--- config.mk ---
export PLATFORM = sky130hd
export DESIGN_NAME = uart_irq_ident
export DESIGN_NICKNAME = d
export VERILOG_FILES = /design/src/rtl/uart_iid_pkg.sv /design/src/rtl/iid_line_status.sv /design/src/rtl/iid_modem_delta.sv /design/src/rtl/iid_arbiter.sv /design/src/rtl/uart_irq_ident.sv
export SDC_FILE = /design/constraint.sdc
export NUM_CORES = 1
export LEC_CHECK = 0
export ABC_AREA = 1
export CAP_MARGIN = 10
export CORE_MARGIN = 1.5
export CORE_UTILIZATION = 30
export DETAILED_ROUTE_END_ITERATION = 8
export HOLD_SLACK_MARGIN = 0.1
export PLACE_DENSITY_LB_ADDON = 0.15
export SLEW_MARGIN = 15
export SYNTH_ARGS = -nofsm -noshare
export SYNTH_HDL_FRONTEND = slang
export SYNTH_SLANG_ARGS = --single-unit
--- constraint.sdc ---
create_clock -name clk -period 2.3 [get_ports clk]
set_input_delay 0.69 -clock clk [delete_from_list [all_inputs] [get_ports clk]]
set_output_delay 0.69 -clock clk [all_outputs]
set_load 0.05 [all_outputs]
--- src/rtl/uart_iid_pkg.sv ---
package uart_iid_pkg;

    // register select values on the host port
    localparam logic [2:0] SEL_IER = 3'd1;
    localparam logic [2:0] SEL_IID = 3'd2;
    localparam logic [2:0] SEL_LSR = 3'd5;
    localparam logic [2:0] SEL_MSR = 3'd6;

    // enable register bit positions
    localparam int IE_RXDATA = 0;
    localparam int IE_THRE   = 1;
    localparam int IE_LINE   = 2;
    localparam int IE_MODEM  = 3;

    localparam int NUM_SRC = 5;

    typedef enum logic [3:0] {
        IID_MODEM   = 4'h0,
        IID_NONE    = 4'h1,
        IID_THRE    = 4'h2,
        IID_RXDATA  = 4'h4,
        IID_LINE    = 4'h6,
        IID_TIMEOUT = 4'hC
    } iid_code_e;

    typedef struct packed {
        logic oe;
        logic bi;
    } lsr_sticky_t;

    typedef struct packed {
        logic [3:0] ier;
        logic       thre_pend;
    } ctl_state_t;

    // request index 0 is the highest priority
    function automatic iid_code_e src_code(input int idx);
        case (idx)
            0:       return IID_LINE;
            1:       return IID_TIMEOUT;
            2:       return IID_RXDATA;
            3:       return IID_THRE;
            default: return IID_MODEM;
        endcase
    endfunction

endpackage

--- src/rtl/iid_line_status.sv ---
module iid_line_status
    import uart_iid_pkg::*;
(
    input  logic clk,
    input  logic rst_n,
    input  logic ovr_evt,
    input  logic brk_evt,
    input  logic rd_clr,
    output logic oe,
    output logic bi
);

    lsr_sticky_t st_d, st_q;

    always_comb begin
        st_d = st_q;
        if (rd_clr) begin
            st_d.oe = 1'b0;
            st_d.bi = 1'b0;
        end
        // a new event outranks the clearing read
        if (ovr_evt) st_d.oe = 1'b1;
        if (brk_evt) st_d.bi = 1'b1;
    end

    always_ff @(posedge clk or negedge rst_n) begin
        if (!rst_n) st_q <= '0;
        else        st_q <= st_d;
    end

    assign oe = st_q.oe;
    assign bi = st_q.bi;


    brk_wins_chk: assert property (@(posedge clk) disable iff (!rst_n)
        brk_evt |=> bi);


    ovr_rd_clear_chk: assert property (@(posedge clk) disable iff (!rst_n)
        (rd_clr && !ovr_evt) |=> !oe);

endmodule

--- src/rtl/iid_modem_delta.sv ---
module iid_modem_delta #(
    parameter int NLINES    = 4,
    parameter int TRAIL_IDX = 2
) (
    input  logic              clk,
    input  logic              rst_n,
    input  logic [NLINES-1:0] lines_in,
    input  logic              rd_clr,
    output logic [NLINES-1:0] line_q,
    output logic [NLINES-1:0] dlt_q
);

    typedef struct packed {
        logic [NLINES-1:0] lines;
        logic [NLINES-1:0] dlt;
    } md_state_t;

    md_state_t st_d, st_q;
    logic [NLINES-1:0] hit;

    for (genvar i = 0; i < NLINES; i++) begin : g_line
        if (i == TRAIL_IDX) begin : g_trail
            assign hit[i] = st_q.lines[i] & ~lines_in[i];
        end else begin : g_edge
            assign hit[i] = st_q.lines[i] ^ lines_in[i];
        end
    end

    always_comb begin
        st_d       = st_q;
        st_d.lines = lines_in;
        st_d.dlt   = (rd_clr ? '0 : st_q.dlt) | hit;
    end

    always_ff @(posedge clk or negedge rst_n) begin
        if (!rst_n) st_q <= '0;
        else        st_q <= st_d;
    end

    assign line_q = st_q.lines;
    assign dlt_q  = st_q.dlt;


    dlt_rd_clear_chk: assert property (@(posedge clk) disable iff (!rst_n)
        (rd_clr && (lines_in == line_q)) |=> (dlt_q == '0));

endmodule

--- src/rtl/iid_arbiter.sv ---
module iid_arbiter
    import uart_iid_pkg::*;
#(
    parameter int CNT_W = 5
) (
    input  logic [3:0]       ier,
    input  logic             err_any,
    input  logic             tmo_pend,
    input  logic             data_rdy,
    input  logic             fifo_en,
    input  logic [CNT_W-1:0] rx_cnt,
    input  logic [CNT_W-1:0] rx_trig,
    input  logic             thre_pend,
    input  logic             delta_any,
    output iid_code_e        code
);

    logic [NUM_SRC-1:0] req;
    logic               rx_level_ok;

    assign rx_level_ok = !fifo_en || (rx_cnt >= rx_trig);

    always_comb begin
        req[0] = ier[IE_LINE]   & err_any;
        req[1] = ier[IE_RXDATA] & tmo_pend;
        req[2] = ier[IE_RXDATA] & data_rdy & rx_level_ok;
        req[3] = ier[IE_THRE]   & thre_pend;
        req[4] = ier[IE_MODEM]  & delta_any;
    end

    // scan from lowest to highest priority so the highest one remains
    always_comb begin
        code = IID_NONE;
        for (int i = NUM_SRC - 1; i >= 0; i--) begin
            if (req[i]) code = src_code(i);
        end
    end

endmodule

--- src/rtl/uart_irq_ident.sv ---
module uart_irq_ident
    import uart_iid_pkg::*;
#(
    parameter int CNT_W = 5
) (
    input  logic             clk,
    input  logic             rst_n,
    input  logic             reg_wr,
    input  logic             reg_rd,
    input  logic [2:0]       reg_sel,
    input  logic [7:0]       reg_wdata,
    output logic [7:0]       reg_rdata,
    input  logic             fifo_en,
    input  logic [CNT_W-1:0] rx_cnt,
    input  logic [CNT_W-1:0] rx_trig,
    input  logic             data_rdy,
    input  logic             tmo_pend,
    input  logic             ovr_evt,
    input  logic             brk_evt,
    input  logic             par_err,
    input  logic             frm_err,
    input  logic             thr_empty,
    input  logic             thre_evt,
    input  logic             thr_load,
    input  logic [3:0]       modem_in,
    output logic [7:0]       iid,
    output logic             irq
);

    localparam int NLINES = 4;

    ctl_state_t ctl_d, ctl_q;
    iid_code_e  code;
    logic       oe, bi, err_any;
    logic [NLINES-1:0] line_q, dlt_q;
    logic       rd_iid, rd_lsr, rd_msr, wr_ier;
    logic       thre_set, thre_clr;
    logic [3:0] wdata_unused;

    assign wdata_unused = reg_wdata[7:4];

    assign rd_iid = reg_rd && (reg_sel == SEL_IID);
    assign rd_lsr = reg_rd && (reg_sel == SEL_LSR);
    assign rd_msr = reg_rd && (reg_sel == SEL_MSR);
    assign wr_ier = reg_wr && (reg_sel == SEL_IER);

    iid_line_status i_lsr (
        .clk     (clk),
        .rst_n   (rst_n),
        .ovr_evt (ovr_evt),
        .brk_evt (brk_evt),
        .rd_clr  (rd_lsr),
        .oe      (oe),
        .bi      (bi)
    );

    iid_modem_delta #(.NLINES(NLINES), .TRAIL_IDX(2)) i_msr (
        .clk      (clk),
        .rst_n    (rst_n),
        .lines_in (modem_in),
        .rd_clr   (rd_msr),
        .line_q   (line_q),
        .dlt_q    (dlt_q)
    );

    assign err_any = oe | par_err | frm_err | bi;

    iid_arbiter #(.CNT_W(CNT_W)) i_arb (
        .ier       (ctl_q.ier),
        .err_any   (err_any),
        .tmo_pend  (tmo_pend),
        .data_rdy  (data_rdy),
        .fifo_en   (fifo_en),
        .rx_cnt    (rx_cnt),
        .rx_trig   (rx_trig),
        .thre_pend (ctl_q.thre_pend),
        .delta_any (|dlt_q),
        .code      (code)
    );

    assign iid = {fifo_en, fifo_en, 2'b00, code};
    assign irq = (code != IID_NONE);

    assign thre_set = thre_evt || (wr_ier && thr_empty);
    assign thre_clr = thr_load || (rd_iid && (code == IID_THRE));

    always_comb begin
        ctl_d = ctl_q;
        if (wr_ier) ctl_d.ier = reg_wdata[3:0];
        if (thre_set)      ctl_d.thre_pend = 1'b1;
        else if (thre_clr) ctl_d.thre_pend = 1'b0;
    end

    always_ff @(posedge clk or negedge rst_n) begin
        if (!rst_n) ctl_q <= '0;
        else        ctl_q <= ctl_d;
    end

    always_comb begin
        case (reg_sel)
            SEL_IER: reg_rdata = {4'b0000, ctl_q.ier};
            SEL_IID: reg_rdata = iid;
            SEL_LSR: reg_rdata = {2'b00, thr_empty, bi, frm_err, par_err, oe, data_rdy};
            SEL_MSR: reg_rdata = {line_q, dlt_q};
            default: reg_rdata = 8'h00;
        endcase
    end


    thre_iid_clear_chk: assert property (@(posedge clk) disable iff (!rst_n)
        (rd_iid && (code == IID_THRE) && !thre_set) |=> !ctl_q.thre_pend);


    masked_no_irq_chk: assert property (@(posedge clk) disable iff (!rst_n)
        (ctl_q.ier == 4'h0) |-> !irq);


    ier_store_chk: assert property (@(posedge clk) disable iff (!rst_n)
        wr_ier |=> (ctl_q.ier == $past(reg_wdata[3:0])));

endmodule

After elaboration in Yosys (flattened, before gate mapping) --
Cells that the tools add are included.
Storage, ports and cells: word-level logic and storage cells 54, output and inout bits 17, bits in registers 15, input bits 39
Cells by class: reduce and logical (&&, ||, !) cells 14, bitwise logic cells 15, muxes and demuxes 12, equality and inequality tests 6, $lt $le $gt $ge 1
Operators by type and width (count):
- $pmux W8 S4 | 1
- $mux W4 | 3
- $and A1 B1 Y1 | 7
- $eq A3 B3 Y1 const B | 2
- $logic_and A1 B1 Y1 | 6
- $reduce_bool A2 Y1 | 3
- $ge A5 B5 Y1 | 1
- $mux W1 | 5
- $eq A4 B2 Y1 const B | 1
- $mux W2 | 2
- $ne A4 B1 Y1 const B | 1
- $or A4 B4 Y4 | 1
- $reduce_or A4 Y1 | 1
- $eq A3 B1 Y1 const B | 1
- $eq A3 B2 Y1 const B | 1
- $logic_or A1 B1 Y1 | 3
- $mux W3 | 1
- $or A1 B1 Y1 | 3
- $xor A1 B1 Y1 | 3
- $logic_not A1 Y1 | 1
- $not A1 Y1 | 1

Depth between registers and ports, before layout --
depth after elaboration 12, gate-level depth with buffers 13, depth with buffers taken out 13

Cells and area by module --
From an unflattened synthesis, not the netlist that was laid out.
Second synthesis, totals: cell total of the unflattened synthesis 175, area total of the unflattened synthesis 1144.8 um2
By module, submodules not included:
- uart_irq_ident | sequential area each 125.1 um2, area each 571.8 um2, cells an instance 99, instances 1
- iid_modem_delta | sequential area each 200.2 um2, area each 291.5 um2, cells an instance 30, instances 1
- iid_arbiter | sequential area each 0.0 um2, area each 205.2 um2, cells an instance 37, instances 1
- iid_line_status | sequential area each 50.0 um2, area each 76.3 um2, cells an instance 9, instances 1

Worst setup path after synthesis --
No wires, ideal clock.
kind input-to-output, start in rx_trig[2], end out reg_rdata[1], stages 13, data required time 1.610 ns, arrival 3.010 ns, buffers on the path 0, path slack -1.400 ns, path through inv_1 -> ha_1 -> nand2_1 -> inv_1 -> nand2_1 -> nand2_1 -> nand2_1 -> nand2_1 -> nand2_1 -> nand2_1 -> o21ai_0 -> nand2_1 -> nand2_1
On the way: longest elaborated chain between the ends 7
Ends and longest elaborated chain:
- start: declaration | RTL line uart_irq_ident.sv:15 | input logic [CNT_W-1:0] rx_trig,
- $ge A5 B5 Y1 | RTL line iid_arbiter.sv:21 | assign rx_level_ok = !fifo_en || (rx_cnt >= rx_trig);
- $logic_or A1 B1 Y1 | RTL line iid_arbiter.sv:21
- $and A1 B1 Y1 | RTL line iid_arbiter.sv:26 | req[2] = ier[IE_RXDATA] & data_rdy & rx_level_ok;
- $mux W3 | RTL line iid_arbiter.sv:35 | if (req[i]) code = src_code(i);
- $mux W4 (2 in a row) | RTL line iid_arbiter.sv:35
- net iid[1] | RTL line uart_irq_ident.sv:26 | output logic [7:0] iid,
- $pmux W8 S4 | RTL line uart_irq_ident.sv:100 | case (reg_sel)
- end: declaration | RTL line uart_irq_ident.sv:12 | output logic [7:0] reg_rdata,
The timed path passes the listed nets, and every way through them passes these cells.

Worst setup path in the final report --
start in rx_trig[2], end out reg_rdata[0]
On the way: longest elaborated chain between the ends 7
Ends and longest elaborated chain (RTL line):
- $ge A5 B5 Y1 | iid_arbiter.sv:21
- $logic_or A1 B1 Y1 | iid_arbiter.sv:21
- $and A1 B1 Y1 | iid_arbiter.sv:26
- $mux W3 | iid_arbiter.sv:35
- $mux W4 (2 in a row) | iid_arbiter.sv:35
- $pmux W8 S4 | uart_irq_ident.sv:100
No other way between the ends.

==> load_flow_metrics.sql <==
INSERT INTO impl_metrics (metric_group, metric, value, unit) VALUES
('routing', 'totalWireLength', '3330', 'um'),
('die', 'floorplan.rows', '21', ''),
('die', 'floorplan.initialDensity', '31.1', '%'),
('pwr', 'power_density_normalized_to_cell_area', '509', 'mW/mm2'),
('run', 'max-cap-violations', '0', ''),
('die', 'die_width', '61.6', 'um'),
('layout', 'finish.net_count', '248', ''),
('placement', 'placement.setup.worst_slack', '-1.04', 'ns'),
('global_route', 'grt_max_degree', '16', ''),
('global_route', 'met3_capacity_usage_during_global_routing', '2.52', '%'),
('global_route', 'initial_antenna_violation_count', '0', ''),
('setup_path', 'setup.worst_path.end_class', 'output pin', ''),
('clock_network', 'tritoncts.num_buffers', '3', ''),
('sta', 'worst_clock_skew', '0.000624', 'ns'),
('setup_path', 'cp_launch_type', 'primary input', ''),
('layout', 'proportion_of_layout_cells_with_a_drive_suffix_above_1', '59.1', '%'),
('die', 'design.die.area', '0.00380', 'mm2'),
('global_route', 'met2_usage', '34.3', '%'),
('placement', 'place.port_buffers', '49', ''),
('global_route', 'gr-usage-met1', '22.7', '%'),
('layout', 'post-route-cell-area', '0.00223', 'mm2'),
('routing', 'post-route-drc-count', '0', ''),
('placement', 'place.detailed.hpwl', '2500', 'um'),
('sta', 'slew_headroom', '51.4', '%'),
('routing', 'drtIter0Drc', '18', ''),
('clock_network', 'clk_transition_reported_paths', '0.09', 'ns'),
('global_route', 'grt_overflow_total', '0', ''),
('layout', 'syn_to_final_growth', '116', '%'),
('clock_network', 'cts-htree-levels', '1', ''),
('sta', 'worst_slack', '-0.436', 'ns'),
('routing', 'drt_first_pass_iters', '4', ''),
('status', 'violations', 'setup timing', ''),
('synthesis', 'netlist_area', '0.00103', 'mm2'),
('setup_path', 'timing.critical_path.arrival', '2.05', 'ns'),
('placement', 'gp_routability_congestion', '0.797', ''),
('setup_path', 'critPathMaxFanout', '3', ''),
('pwr', 'vdd_drop_max', '0.303', 'mV'),
('clock_network', 'cts.root.buffer_cell', 'sky130_fd_sc_hd__clkbuf_4', ''),
('global_route', 'grt_usage', '18.7', '%'),
('routing', 'vias', '1107', ''),
('sta', 'final_min_period', '2.74', 'ns'),
('setup_path', 'timing.critical_path.required', '1.61', 'ns'),
('synthesis', 'synthDistinctLibCells', '25', ''),
('sta', 'rsz0062_at_grt', 'true', ''),
('global_route', 'grt_pass1_wl', '5160', 'um'),
('sta', 'max_clock_freq', '0.366', 'GHz'),
('sta', 'timing.final.crit_share', '119', '%'),
('synthesis', 'synth.ff_latch_count', '15', ''),
('die', 'design.core.area', '0.00331', 'mm2'),
('setup_path', 'critPathKind', 'in2out', ''),
('routing', 'postRouteAntennaNets', '0', ''),
('synthesis', 'syn_inst', '127', ''),
('synthesis', 'synthesis.area_per_instance', '8.12', 'um2'),
('routing', 'drt-wirelength-per-cell', '13.4', 'um'),
('synthesis', 'ys_seq_area_share', '36.4', '%'),
('sta', 'final-setup-viol-count', '9', ''),
('clock_network', 'tritoncts', 'yes', ''),
('layout', 'antenna-diode-count', '0', ''),
('layout', 'fill_cells', '281', ''),
('worst_hold_path', 'worstHoldPathType', 'reg2reg', ''),
('clock_network', 'clk-insertion-delay-late', '0.28', 'ns'),
('sta', 'final_hold_viol_count', '0', ''),
('die', 'number_of_placed_i_o_pins', '56', ''),
('clock_network', 'clk_path_buf_depth', '2', ''),
('die', 'die_span_in_y', '61.6', 'um'),
('routing', 'vias_per_instance', '4.45', ''),
('synthesis', 'synth_warnings', '0', ''),
('pwr', 'power_leakage', '1.04', 'nW'),
('sta', 'timing_worst_slew_pin_value', '0.726', 'ns'),
('clock_network', 'cts.sinks', '15', ''),
('sta', 'finalHoldWorstSlack', '0.560', 'ns'),
('status', 'outcome', 'complete, but fails checks', ''),
('global_route', 'busiest_layer', 'met2', ''),
('global_route', 'number_of_global_route_vias_before_repair', '1152', ''),
('placement', 'placed_cell_area', '0.00197', 'mm2'),
('sta', 'timing.final.max_slew_violations', '0', '');
[routing by layer]
layer / routed length, um / vias to the layer above
li1: - / 552
met3: 91 / 4
met2: 1900 / 24
met1: 1320 / 527
met5: 0 / -
met4: 21 / 0
[metrics by stage]
step / util, % / instances / TNS [ns] / power (mW)
after floorplan: - / 128 / -2.37 / 0.617
after CTS: 64.6 / 245 / -2.73 / 1.11
after detailed placement: 59.4 / 237 / -10.24 / 0.894
after global routing: 67.4 / 249 / -3.53 / 1.20
final: 67.4 / 249 / -2.74 / 1.14
after global placement: 59.4 / 237 / -9.69 / 0.885
[worst max-delay path, stage by stage]
cell and delay (ns):
sky130_fd_sc_hd__buf_8 0.09, sky130_fd_sc_hd__inv_12 0.03, sky130_fd_sc_hd__ha_4 0.23, sky130_fd_sc_hd__nand2_2 0.05
sky130_fd_sc_hd__inv_2 0.03, sky130_fd_sc_hd__nand2_1 0.04, sky130_fd_sc_hd__nand2_1 0.05, sky130_fd_sc_hd__nand2_1 0.05
sky130_fd_sc_hd__nand2_1 0.06, sky130_fd_sc_hd__nand2_2 0.10, sky130_fd_sc_hd__nand2_4 0.07, sky130_fd_sc_hd__nor2_4 0.16
sky130_fd_sc_hd__nand2_8 0.09, sky130_fd_sc_hd__o21ai_4 0.15, sky130_fd_sc_hd__buf_12 0.15
[cell usage in the layout, fill, tap and decap left out, types with 4 or more instances in the layout]
| cell | synthesis | layout |
|---|---|---|
| sky130_fd_sc_hd__mux2_4 | 4 | 4 |
| sky130_fd_sc_hd__buf_12 | 0 | 14 |
| sky130_fd_sc_hd__nor3_4 | 2 | 4 |
| sky130_fd_sc_hd__inv_2 | 8 | 10 |
| sky130_fd_sc_hd__nor2_1 | 6 | 4 |
| sky130_fd_sc_hd__o21bai_1 | 4 | 4 |
| sky130_fd_sc_hd__nand2_1 | 26 | 16 |
| sky130_fd_sc_hd__ha_4 | 0 | 5 |
| sky130_fd_sc_hd__buf_2 | 0 | 6 |
| sky130_fd_sc_hd__dfrtp_1 | 15 | 15 |
| sky130_fd_sc_hd__buf_4 | 4 | 18 |
| sky130_fd_sc_hd__inv_4 | 0 | 6 |
| sky130_fd_sc_hd__buf_6 | 0 | 15 |
| sky130_fd_sc_hd__clkdlybuf4s50_1 | 0 | 17 |
| sky130_fd_sc_hd__o21ai_4 | 0 | 5 |
| sky130_fd_sc_hd__inv_1 | 23 | 13 |
| sky130_fd_sc_hd__nand2_2 | 0 | 7 |
[cells in the mapped netlist]
cell type	number	area [um2]
sky130_fd_sc_hd__a21oi_1	2	10.0
sky130_fd_sc_hd__a221oi_1	3	26.3
sky130_fd_sc_hd__a22oi_1	1	7.51
sky130_fd_sc_hd__buf_4	4	30.0
sky130_fd_sc_hd__conb_1	1	3.75
sky130_fd_sc_hd__dfrtp_1	15	375
sky130_fd_sc_hd__ha_1	5	62.6
sky130_fd_sc_hd__inv_1	23	86.3
sky130_fd_sc_hd__inv_2	8	30.0
sky130_fd_sc_hd__mux2_4	4	60.1
sky130_fd_sc_hd__nand2_1	26	97.6
sky130_fd_sc_hd__nand2_4	1	11.3
sky130_fd_sc_hd__nand3_1	1	5.00
sky130_fd_sc_hd__nand4_1	2	12.5
sky130_fd_sc_hd__nor2_1	6	22.5
sky130_fd_sc_hd__nor2_2	1	6.26
sky130_fd_sc_hd__nor3_1	1	5.00
sky130_fd_sc_hd__nor3_2	2	20.0
sky130_fd_sc_hd__nor3_4	2	32.5
sky130_fd_sc_hd__nor3b_2	1	12.5
sky130_fd_sc_hd__o21ai_0	1	5.00
sky130_fd_sc_hd__o21ai_1	8	40.0
sky130_fd_sc_hd__o21bai_1	4	30.0
sky130_fd_sc_hd__o22ai_1	2	12.5
sky130_fd_sc_hd__xnor2_1	3	26.3
[cell type report]
cell class	instances	area, um2	area share [%]
Sequential cell	15	375	16.8
Timing Repair Buffer	75	850	38.1
Multi-Input combinational cell	78	774	34.7
Clock buffer	4	26.3	1.18
Tap cell	46	57.6	2.58
Inverter	31	148	6.62
[power breakdown]
group | switching [mW] | internal (mW) | total (mW)
Combinational | 0.337 | 0.334 | 0.671
Sequential | 0.0248 | 0.289 | 0.314
Clock | 0.0840 | 0.0672 | 0.151
Total | 0.446 | 0.690 | 1.14
[flip-flops by register name, indices dropped and copies added, names as in the netlist]
| register | cells |
|---|---|
| i_lsr.oe | 1 |
| ctl_q | 5 |
| i_msr.line_q | 4 |
| i_msr.dlt_q | 4 |
| i_lsr.bi | 1 |
[kinds of logic (layout without fill, tap and decap cells)]
kind of cell    Yosys count  in the layout  share of synthesized area (%)
compound gates           21             21                           12.7
xor+xnor                  3              3                           2.55
fa+ha+maj                 5              5                           6.07
buf+inv                  35            110                           14.2
flops                    15             15                           36.4
mux                       4              4                           5.83
other cells               1              2                          0.364
simple gates             43             43                           21.8
[path summary, 6_finish.rpt]
kind | slack (ns) | endpoint | startpoint | depth (start not counted)
min in group asynchronous | 0.84 | i_lsr.bi | rst_n | 1
max in group asynchronous | 1.01 | ctl_q[2] | rst_n | 1
hold reg to reg | 0.56 | i_msr.dlt_q[1] | i_msr.line_q[1] | 2
setup reg to reg | 0.92 | ctl_q[0] | i_lsr.oe | 8
setup / recovery | -0.44 | reg_rdata[0] | rx_trig[2] | 15
hold / removal | 0.56 | i_msr.dlt_q[1] | i_msr.line_q[1] | 2
[repair_timing]
item	CTS	global route
setup buffers	4	4
gates cloned	0	0
resized for setup	102	20
endpoints found under the setup margin	13	13
pin swaps	24	12
endpoints found under the hold margin	0	0
hold buffers	0	0
No activity file was read; power rests on OpenSTA's default activity.
